File: src/rtl/ring_ptr_pkg.sv
package ring_ptr_pkg;

  // Next ring index: wraps to zero after the last slot.
  function automatic logic [31:0] idx_next(input logic [31:0] cur,
                                           input logic [31:0] last);
    return (cur == last) ? 32'd0 : cur + 32'd1;
  endfunction

  // Next fill count from the net direction of this cycle.
  function automatic logic [31:0] lvl_next(input logic [31:0] cur,
                                           input logic up,
                                           input logic dn);
    logic [31:0] r;
    r = cur;
    if (up && !dn)      r = cur + 32'd1;
    else if (dn && !up) r = cur - 32'd1;
    return r;
  endfunction

  // Store permission: count below the stop mark.
  function automatic logic below_mark(input logic [31:0] cnt,
                                      input logic [31:0] mark);
    return cnt < mark;
  endfunction

  // Fetch permission: count strictly above the start mark.
  function automatic logic above_mark(input logic [31:0] cnt,
                                      input logic [31:0] mark);
    return cnt > mark;
  endfunction

endpackage

File: src/rtl/ring_index_counter.sv
module ring_index_counter
  import ring_ptr_pkg::*;
#(
  parameter int unsigned DEPTH = 16,
  parameter int unsigned IDX_W = 4
) (
  input  logic             clk,
  input  logic             rst_n,
  input  logic             adv,
  output logic [IDX_W-1:0] idx,
  output logic             at_last
);
  localparam logic [31:0] LAST = 32'(DEPTH - 1);

  logic [IDX_W-1:0] idx_q;
  logic [IDX_W-1:0] idx_d;

  always_comb begin
    idx_d = idx_q;
    if (adv) idx_d = IDX_W'(idx_next(32'(idx_q), LAST));
  end

  always_ff @(posedge clk or negedge rst_n) begin
    if (!rst_n) idx_q <= '0;
    else        idx_q <= idx_d;
  end

  assign idx     = idx_q;
  assign at_last = (32'(idx_q) == LAST);
endmodule

File: src/rtl/ring_level_tracker.sv
module ring_level_tracker
  import ring_ptr_pkg::*;
#(
  parameter int unsigned LVL_W = 5
) (
  input  logic             clk,
  input  logic             rst_n,
  input  logic             inc,
  input  logic             dec,
  output logic [LVL_W-1:0] level
);
  logic [LVL_W-1:0] lvl_q;
  logic [LVL_W-1:0] lvl_d;

  always_comb lvl_d = LVL_W'(lvl_next(32'(lvl_q), inc, dec));

  always_ff @(posedge clk or negedge rst_n) begin
    if (!rst_n) lvl_q <= '0;
    else        lvl_q <= lvl_d;
  end

  assign level = lvl_q;
endmodule

File: src/rtl/ring_flag_gen.sv
module ring_flag_gen
  import ring_ptr_pkg::*;
#(
  parameter int unsigned LVL_W = 5,
  parameter int unsigned RD_TH = 0,
  parameter int unsigned WR_TH = 16
) (
  input  logic [LVL_W-1:0] level,
  output logic             writable,
  output logic             readable
);
  localparam logic [31:0] WR_MARK = 32'(WR_TH);
  localparam logic [31:0] RD_MARK = 32'(RD_TH);

  assign writable = below_mark(32'(level), WR_MARK);
  assign readable = above_mark(32'(level), RD_MARK);
endmodule

File: src/rtl/ring_ptr_ctrl.sv
module ring_ptr_ctrl #(
  parameter int unsigned           ADDR_W = 32,
  parameter logic [ADDR_W-1:0]     BASE   = '0,
  parameter int unsigned           DEPTH  = 16,
  parameter int unsigned           RD_TH  = 0,
  parameter int unsigned           WR_TH  = DEPTH,
  localparam int unsigned          IDX_W  = (DEPTH > 1) ? $clog2(DEPTH) : 1,
  localparam int unsigned          LVL_W  = IDX_W + 1
) (
  input  logic              clk,
  input  logic              rst_n,
  input  logic              wr_stb,
  input  logic              rd_stb,
  output logic [ADDR_W-1:0] wr_addr,
  output logic [ADDR_W-1:0] rd_addr,
  output logic [LVL_W-1:0]  level,
  output logic              writable,
  output logic              readable
);
  // Named internal events, visible to the bound checker.
  logic wr_adv, rd_adv;
  logic wr_wrap, rd_wrap;
  logic lvl_up, lvl_dn;

  logic [1:0]             adv_v;
  logic [1:0]             last_v;
  logic [IDX_W-1:0]       idx_v [2];
  logic [ADDR_W-1:0]      addr_v [2];

  assign wr_adv = wr_stb;
  assign rd_adv = rd_stb;
  assign adv_v  = {rd_adv, wr_adv};
  assign lvl_up = wr_stb & ~rd_stb;
  assign lvl_dn = rd_stb & ~wr_stb;

  // Slot 0 is the store pointer, slot 1 the fetch pointer.
  for (genvar p = 0; p < 2; p++) begin : g_ptr
    ring_index_counter #(
      .DEPTH (DEPTH),
      .IDX_W (IDX_W)
    ) u_cnt (
      .clk     (clk),
      .rst_n   (rst_n),
      .adv     (adv_v[p]),
      .idx     (idx_v[p]),
      .at_last (last_v[p])
    );
    assign addr_v[p] = BASE + ADDR_W'(idx_v[p]);
  end

  assign wr_addr = addr_v[0];
  assign rd_addr = addr_v[1];
  assign wr_wrap = wr_adv & last_v[0];
  assign rd_wrap = rd_adv & last_v[1];

  ring_level_tracker #(
    .LVL_W (LVL_W)
  ) u_level (
    .clk   (clk),
    .rst_n (rst_n),
    .inc   (wr_stb),
    .dec   (rd_stb),
    .level (level)
  );

  ring_flag_gen #(
    .LVL_W (LVL_W),
    .RD_TH (RD_TH),
    .WR_TH (WR_TH)
  ) u_flags (
    .level    (level),
    .writable (writable),
    .readable (readable)
  );
endmodule

File: config.mk
export PLATFORM = sky130hd
export DESIGN_NAME = ring_ptr_ctrl
export DESIGN_NICKNAME = d
export VERILOG_FILES = /design/src/rtl/ring_ptr_pkg.sv /design/src/rtl/ring_index_counter.sv /design/src/rtl/ring_level_tracker.sv /design/src/rtl/ring_flag_gen.sv /design/src/rtl/ring_ptr_ctrl.sv
export SDC_FILE = /design/constraint.sdc
export NUM_CORES = 1
export LEC_CHECK = 0
export ABC_AREA = 1
export ABC_CLOCK_PERIOD_IN_PS = 2000
export BUFFER_PORTS_ARGS = -buffer_cell sky130_fd_sc_hd__buf_2
export CAP_MARGIN = 20
export CORE_AREA = 3 3 55 57
export CTS_CLUSTER_DIAMETER = 120
export DETAILED_ROUTE_END_ITERATION = 6
export DIE_AREA = 0 0 58 60
export PLACE_DENSITY = 0.83
export SKIP_LAST_GASP = 1
export SYNTH_ARGS = -nofsm -noshare
export SYNTH_HDL_FRONTEND = slang
export SYNTH_SLANG_ARGS = --single-unit
File: constraint.sdc
create_clock -name clk -period 2 [get_ports clk]
set_input_delay 0.3 -clock clk [delete_from_list [all_inputs] [get_ports clk]]
set_output_delay 0.3 -clock clk [all_outputs]
set_load 0.005 [all_outputs]
; Yosys cells after proc, flatten, opt, wreduce, memory -nomap -nowiden
; Index checks and enable logic that the tools add are counted.
[totals]
regBits = 13
out_inout_bits = 71
[op_classes]
add_sub_neg = 4
magnitude_cmp = 2
eq_ne = 2
mux = 4
n_reduce_logical = 5
[ops]
columns = op, n
row1 = 2-to-1 mux 5 bit, 2
row2 = adder 4 x 1 -> 4 bit (second input constant), 2
row3 = equality test 4 bit (second input constant), 2
row4 = 2-to-1 mux 4 bit, 2
row5 = adder 5 x 1 -> 5 bit (second input constant), 1
row6 = greater-than comparator 5 x 1 -> 1 bit (second input constant), 1
row7 = < comparator 5 bit (second input constant), 1
row8 = subtractor 5 x 1 -> 5 bit (second input constant), 1
row9 = logical AND 1 bit, 2
row10 = logical NOT 1 bit, 2
row11 = nonzero test 2 bit, 1

; Logic depth before layout (Yosys ltp)
[depth]
word_depth = 4
depth_mapped = 11
depth_no_buf = 10

; Cells and area by module
; From an unflattened synthesis, not the netlist that was laid out.
[hier_totals]
cells_unflattened = 156
area_unflattened_um2 = 1184.9
[modules_own_cells]
columns = mod, instances, cells_per_inst, area_per_inst_um2, seq_area_each_um2
row1 = ring_ptr_ctrl, 1, 57, 424.2, 0.0
row2 = ring_index_counter, 2, 24, 196.4, 100.1
row3 = ring_level_tracker, 1, 47, 351.6, 125.1
row4 = ring_flag_gen, 1, 4, 16.3, 0.0

; Worst setup path before layout
; OpenSTA, ideal clock, no wires.
[synth_path]
path_kind = input-to-reg
start = input port rd_stb
end = register u_level.lvl_q[4], in the netlist u_level.level[4]
setup_ns = 0.117
arrival_ns = 1.446
required_time_ns = 1.883
slack_ns = 0.436
path_stages = 10
path_buffers = 1
cell_sequence = buf_4 inv_1 ha_1 inv_1 ha_1 or2_1 nand2_1 nand2_1 nand3_1 nand2_1
[synth_via]
elab_chain_len = 3
word_cells_on_any_way = 5
cone_classes = 1 x mux / 4 x reduce/logical
[synth_lines]
columns = item, line_no
row1 = "start, declared", ring_ptr_ctrl.sv:13  ; input logic rd_stb,
row2 = logical NOT 1 bit, ring_ptr_pkg.sv:15  ; if (up && !dn) r = cur + 32'd1;
row3 = logical AND 1 bit, ring_ptr_pkg.sv:15
row4 = 2-to-1 mux 5 bit / nonzero test 2 bit (equally long branches), --
row5 = "end signal, assigned", ring_level_tracker.sv:19  ; else lvl_q <= lvl_d;
row6 = "end, declared", ring_level_tracker.sv:12  ; logic [LVL_W-1:0] lvl_q;
; Several ways; a longest one is shown, not always the timed one.
; A chain may end at the register's enable or synchronous reset.

; Worst setup path after layout
[layout_path]
start = register u_level.lvl_q[0], in the netlist u_level.level[0]
end = output port readable
[layout_via]
elab_chain_len = 1
[layout_lines]
columns = item, line_no
row1 = greater-than comparator 5 x 1 -> 1 bit, ring_ptr_pkg.sv:29  ; return cnt > mark;
row2 = "end, declared", ring_ptr_ctrl.sv:18  ; output logic readable
; Every way passes these cells.

==> impl_summary.log <==
INFO  metric initial_core_util = 0.463
INFO  metric setup.worst_path.end_class = output port
INFO  metric cts_root_buf = sky130_fd_sc_hd__clkbuf_4
INFO  metric tns = 0 ns
INFO  metric total_die_area = 0.00348 sq mm
INFO  metric port_buffers = 18
INFO  metric max_cap_viol_count = 0
INFO  metric ys_seq_area_frac = 0.278
INFO  metric drv_slew = 0
INFO  metric ys_seq_elements = 13
INFO  metric via_count_of_the_first_global_routing_pass = 618
INFO  metric grt_start_max_net_pins = 14
INFO  metric hold_viol_final = 0
INFO  metric finalWirelength = 1760 um
INFO  metric final.hold.worst_slack = 0.288 ns
INFO  metric reg_clk_slew_reported_paths = 0.08 ns
INFO  metric dr_total_vias = 770
INFO  metric finalCriticalPeriod = 1.53 ns
INFO  metric worst_ir_drop_vdd = 0.000488 V
INFO  metric final.fill_count = 271
INFO  metric required_arrival_time_at_the_worst_endpoint = 1.70 ns
INFO  metric place_congestion = 0.815
INFO  metric crit_path_start_kind = flip-flop
INFO  metric finalSetupViolations = 0
INFO  metric remaining_routing_drc_violations = 0
INFO  metric number_of_standard_cells_after_synthesis = 148
INFO  metric critical-path-max-stage-delay = 0.47 ns
INFO  metric routed_via_density = 3.87
INFO  metric number_of_buffers_created_by_cts = 3
INFO  metric boundaryPins = 75
INFO  metric hold_path_depth = 2
INFO  metric kind_of_path_behind_the_tightest_hold_check = input pin to flip-flop
INFO  metric power = 1350 uW
INFO  metric postRouteAntennaNets = 0
INFO  metric yosysWarningCount = 0
INFO  metric drtPass1Iterations = 4
INFO  metric crit-reg2reg-capture = u_level.level[4]
INFO  metric hpwl = 1520 um
INFO  metric rows = 18
INFO  metric gr-usage-all-layers = 0.103
INFO  metric clk_latency = 0.27 ns
INFO  metric timing.rr.start = u_level.level[0]
INFO  metric slowest_stage = sky130_fd_sc_hd__dfrtp_1
INFO  metric worst_hold_path.endpoint = g_ptr[0].u_cnt.idx[0]
INFO  metric cp_data_arrival_time = 1.23 ns
INFO  metric placed_cells_incl_taps = 194
INFO  metric drive_above_1_share = 0.154
INFO  metric layout.cells.non_filler = 199
INFO  metric outcome = finished, final reports clean
INFO  metric category_of_the_critical_setup_timing_path = flip-flop to output port
INFO  metric final_net_count = 181
INFO  metric powerDensity = 1210 mW/mm^2
INFO  metric yosys.cell_types.count = 19
INFO  metric synth_area_per_cell = 7.90 sq um
INFO  metric layout_worst_path_cycle_share = 0.767
INFO  metric setup_repair_after_global_routing_missed_its_margin = no
INFO  metric die_height = 60 um
INFO  metric crit_path_cell_trace = nor4_1 > nand2_1 > buf_2
INFO  metric synthToLayoutAreaGrowth = -4.92%
INFO  metric combined_area_of_all_synthesized_cells = 0.00117 sq mm
INFO  metric antenna-diode-count = 0
INFO  metric wire_length_of_the_first_global_routing_pass = 2660 um
INFO  metric cts_max_path_buffers = 2
INFO  metric critical_path_peak_fanout = 5
INFO  metric drt-wirelength-per-cell = 8.85 um
INFO  metric initialDrtViolationCount = 14
INFO  metric width_of_the_chip = 58 um
INFO  metric global_route.overflow_total = 0
INFO  metric ff2ff_setup_slack = 0.58 ns
INFO  metric final.setup_skew = 0.000852 ns
INFO  metric reg2regPathDepth = 7
INFO  metric antenna_violations_before_repair = 0
INFO  metric power.leakage = 0.000659 uW
INFO  metric h-tree-depth = 1
INFO  metric worst_hold_startpoint = wr_stb
INFO  metric num_clock_sinks = 13
INFO  metric fmax = 652 MHz
INFO  metric clock_tree_from_tritoncts = built
INFO  metric utilization = 0.440
INFO  metric placeable_area = 0.00252 sq mm
state kept, by name, summed over array words and instances (netlist names):
signal	count
g_ptr.u_cnt.idx	8
u_level.level	5
placed cells by master, fill, tap and decap left out, types with 3 or more instances in the layout:
cell	count
sky130_fd_sc_hd__nand3_1	11
sky130_fd_sc_hd__inv_1	10
sky130_fd_sc_hd__dfrtp_1	13
sky130_fd_sc_hd__buf_2	18
sky130_fd_sc_hd__inv_2	3
sky130_fd_sc_hd__nand2_1	28
sky130_fd_sc_hd__clkbuf_4	3
sky130_fd_sc_hd__o21ai_1	3
sky130_fd_sc_hd__ha_1	6
sky130_fd_sc_hd__a21oi_1	5
sky130_fd_sc_hd__conb_1	56
sky130_fd_sc_hd__nor2_1	3
synth_stat cells (all sizes together):
library cell,count,area share
nor2,3,0.0096
ha,6,0.064
nand2,28,0.090
xor2,1,0.0075
a21oi,5,0.021
nand3,11,0.047
dfrtp,13,0.28
inv,13,0.042
xnor2,1,0.0075
or2,1,0.0054
conb,1,0.0032
o21ai,4,0.017
fa,1,0.017
mux2,1,0.0096
nor4,1,0.0054
buf,57,0.37
nor3,1,0.0086
power by group:
part,total (uW),internal (uW),leakage [uW],switching [uW]
Clock,159,77.2,0.0000150,82.1
Combinational,650,298,0.000491,352
Sequential,540,387,0.000153,153
cells by family after synthesis:
group | share of synthesized area
buf+inv | 0.408
xor+xnor | 0.0150
simple gates | 0.166
flops | 0.278
mux | 0.00964
other cells | 0.00321
compound gates | 0.0385
fa+ha+maj | 0.0814
critical path, delay by kind of cell, from the launching register on:
| kind | cells | cell delay [ns] |
|---|---|---|
| flip-flops | 1 | 0.47 |
| buffers and inverters | 1 | 0.13 |
| AND/OR/NAND/NOR | 2 | 0.37 |
metrics by stage:
step	setup WS, ns	cell area, sq um
global placement	0.344	1070
floorplan	0.436	1380
finish	0.467	1110
detailed placement	0.296	1070
global route	0.410	1110
CTS	0.455	1110
worst max-delay path by stage:
stage,from,cells after the start,to
2_1_floorplan,rd_stb,10,u_level.level[4]
3_3_place_gp,rd_stb,10,u_level.level[4]
5_1_grt,u_level.level[0],3,readable
4_1_cts,u_level.level[0],3,readable
3_5_place_dp,rd_stb,10,u_level.level[4]
6_report,u_level.level[0],3,readable
layout make-up:
type                       instances  area, sq um  share of cell area
clock buffer                       4         26.3              0.0236
inverter                          13         48.8              0.0439
tap                               30         37.5              0.0338
timing repair buffer              19          100              0.0901
multi-input combinational        120          573               0.516
sequential                        13          325               0.293
what timing repair did:
action / CTS / global route
hold endpoints to repair: 13 / 0
resized for setup: 0 / 0
setup buffers: 0 / 0
hold buffers: 1 / 0
endpoints found under the setup margin: 0 / 0
routing by layer:
layer | wire length (um) | vias up | GRT usage
met5 | 0 | - | 0
met4 | 10 | 0 | 0.0497
met3 | 174 | 2 | 0.0410
met2 | 888 | 39 | 0.166
met1 | 688 | 338 | 0.119
li1 | - | 391 | -
(Power assumes the default switching activity.)
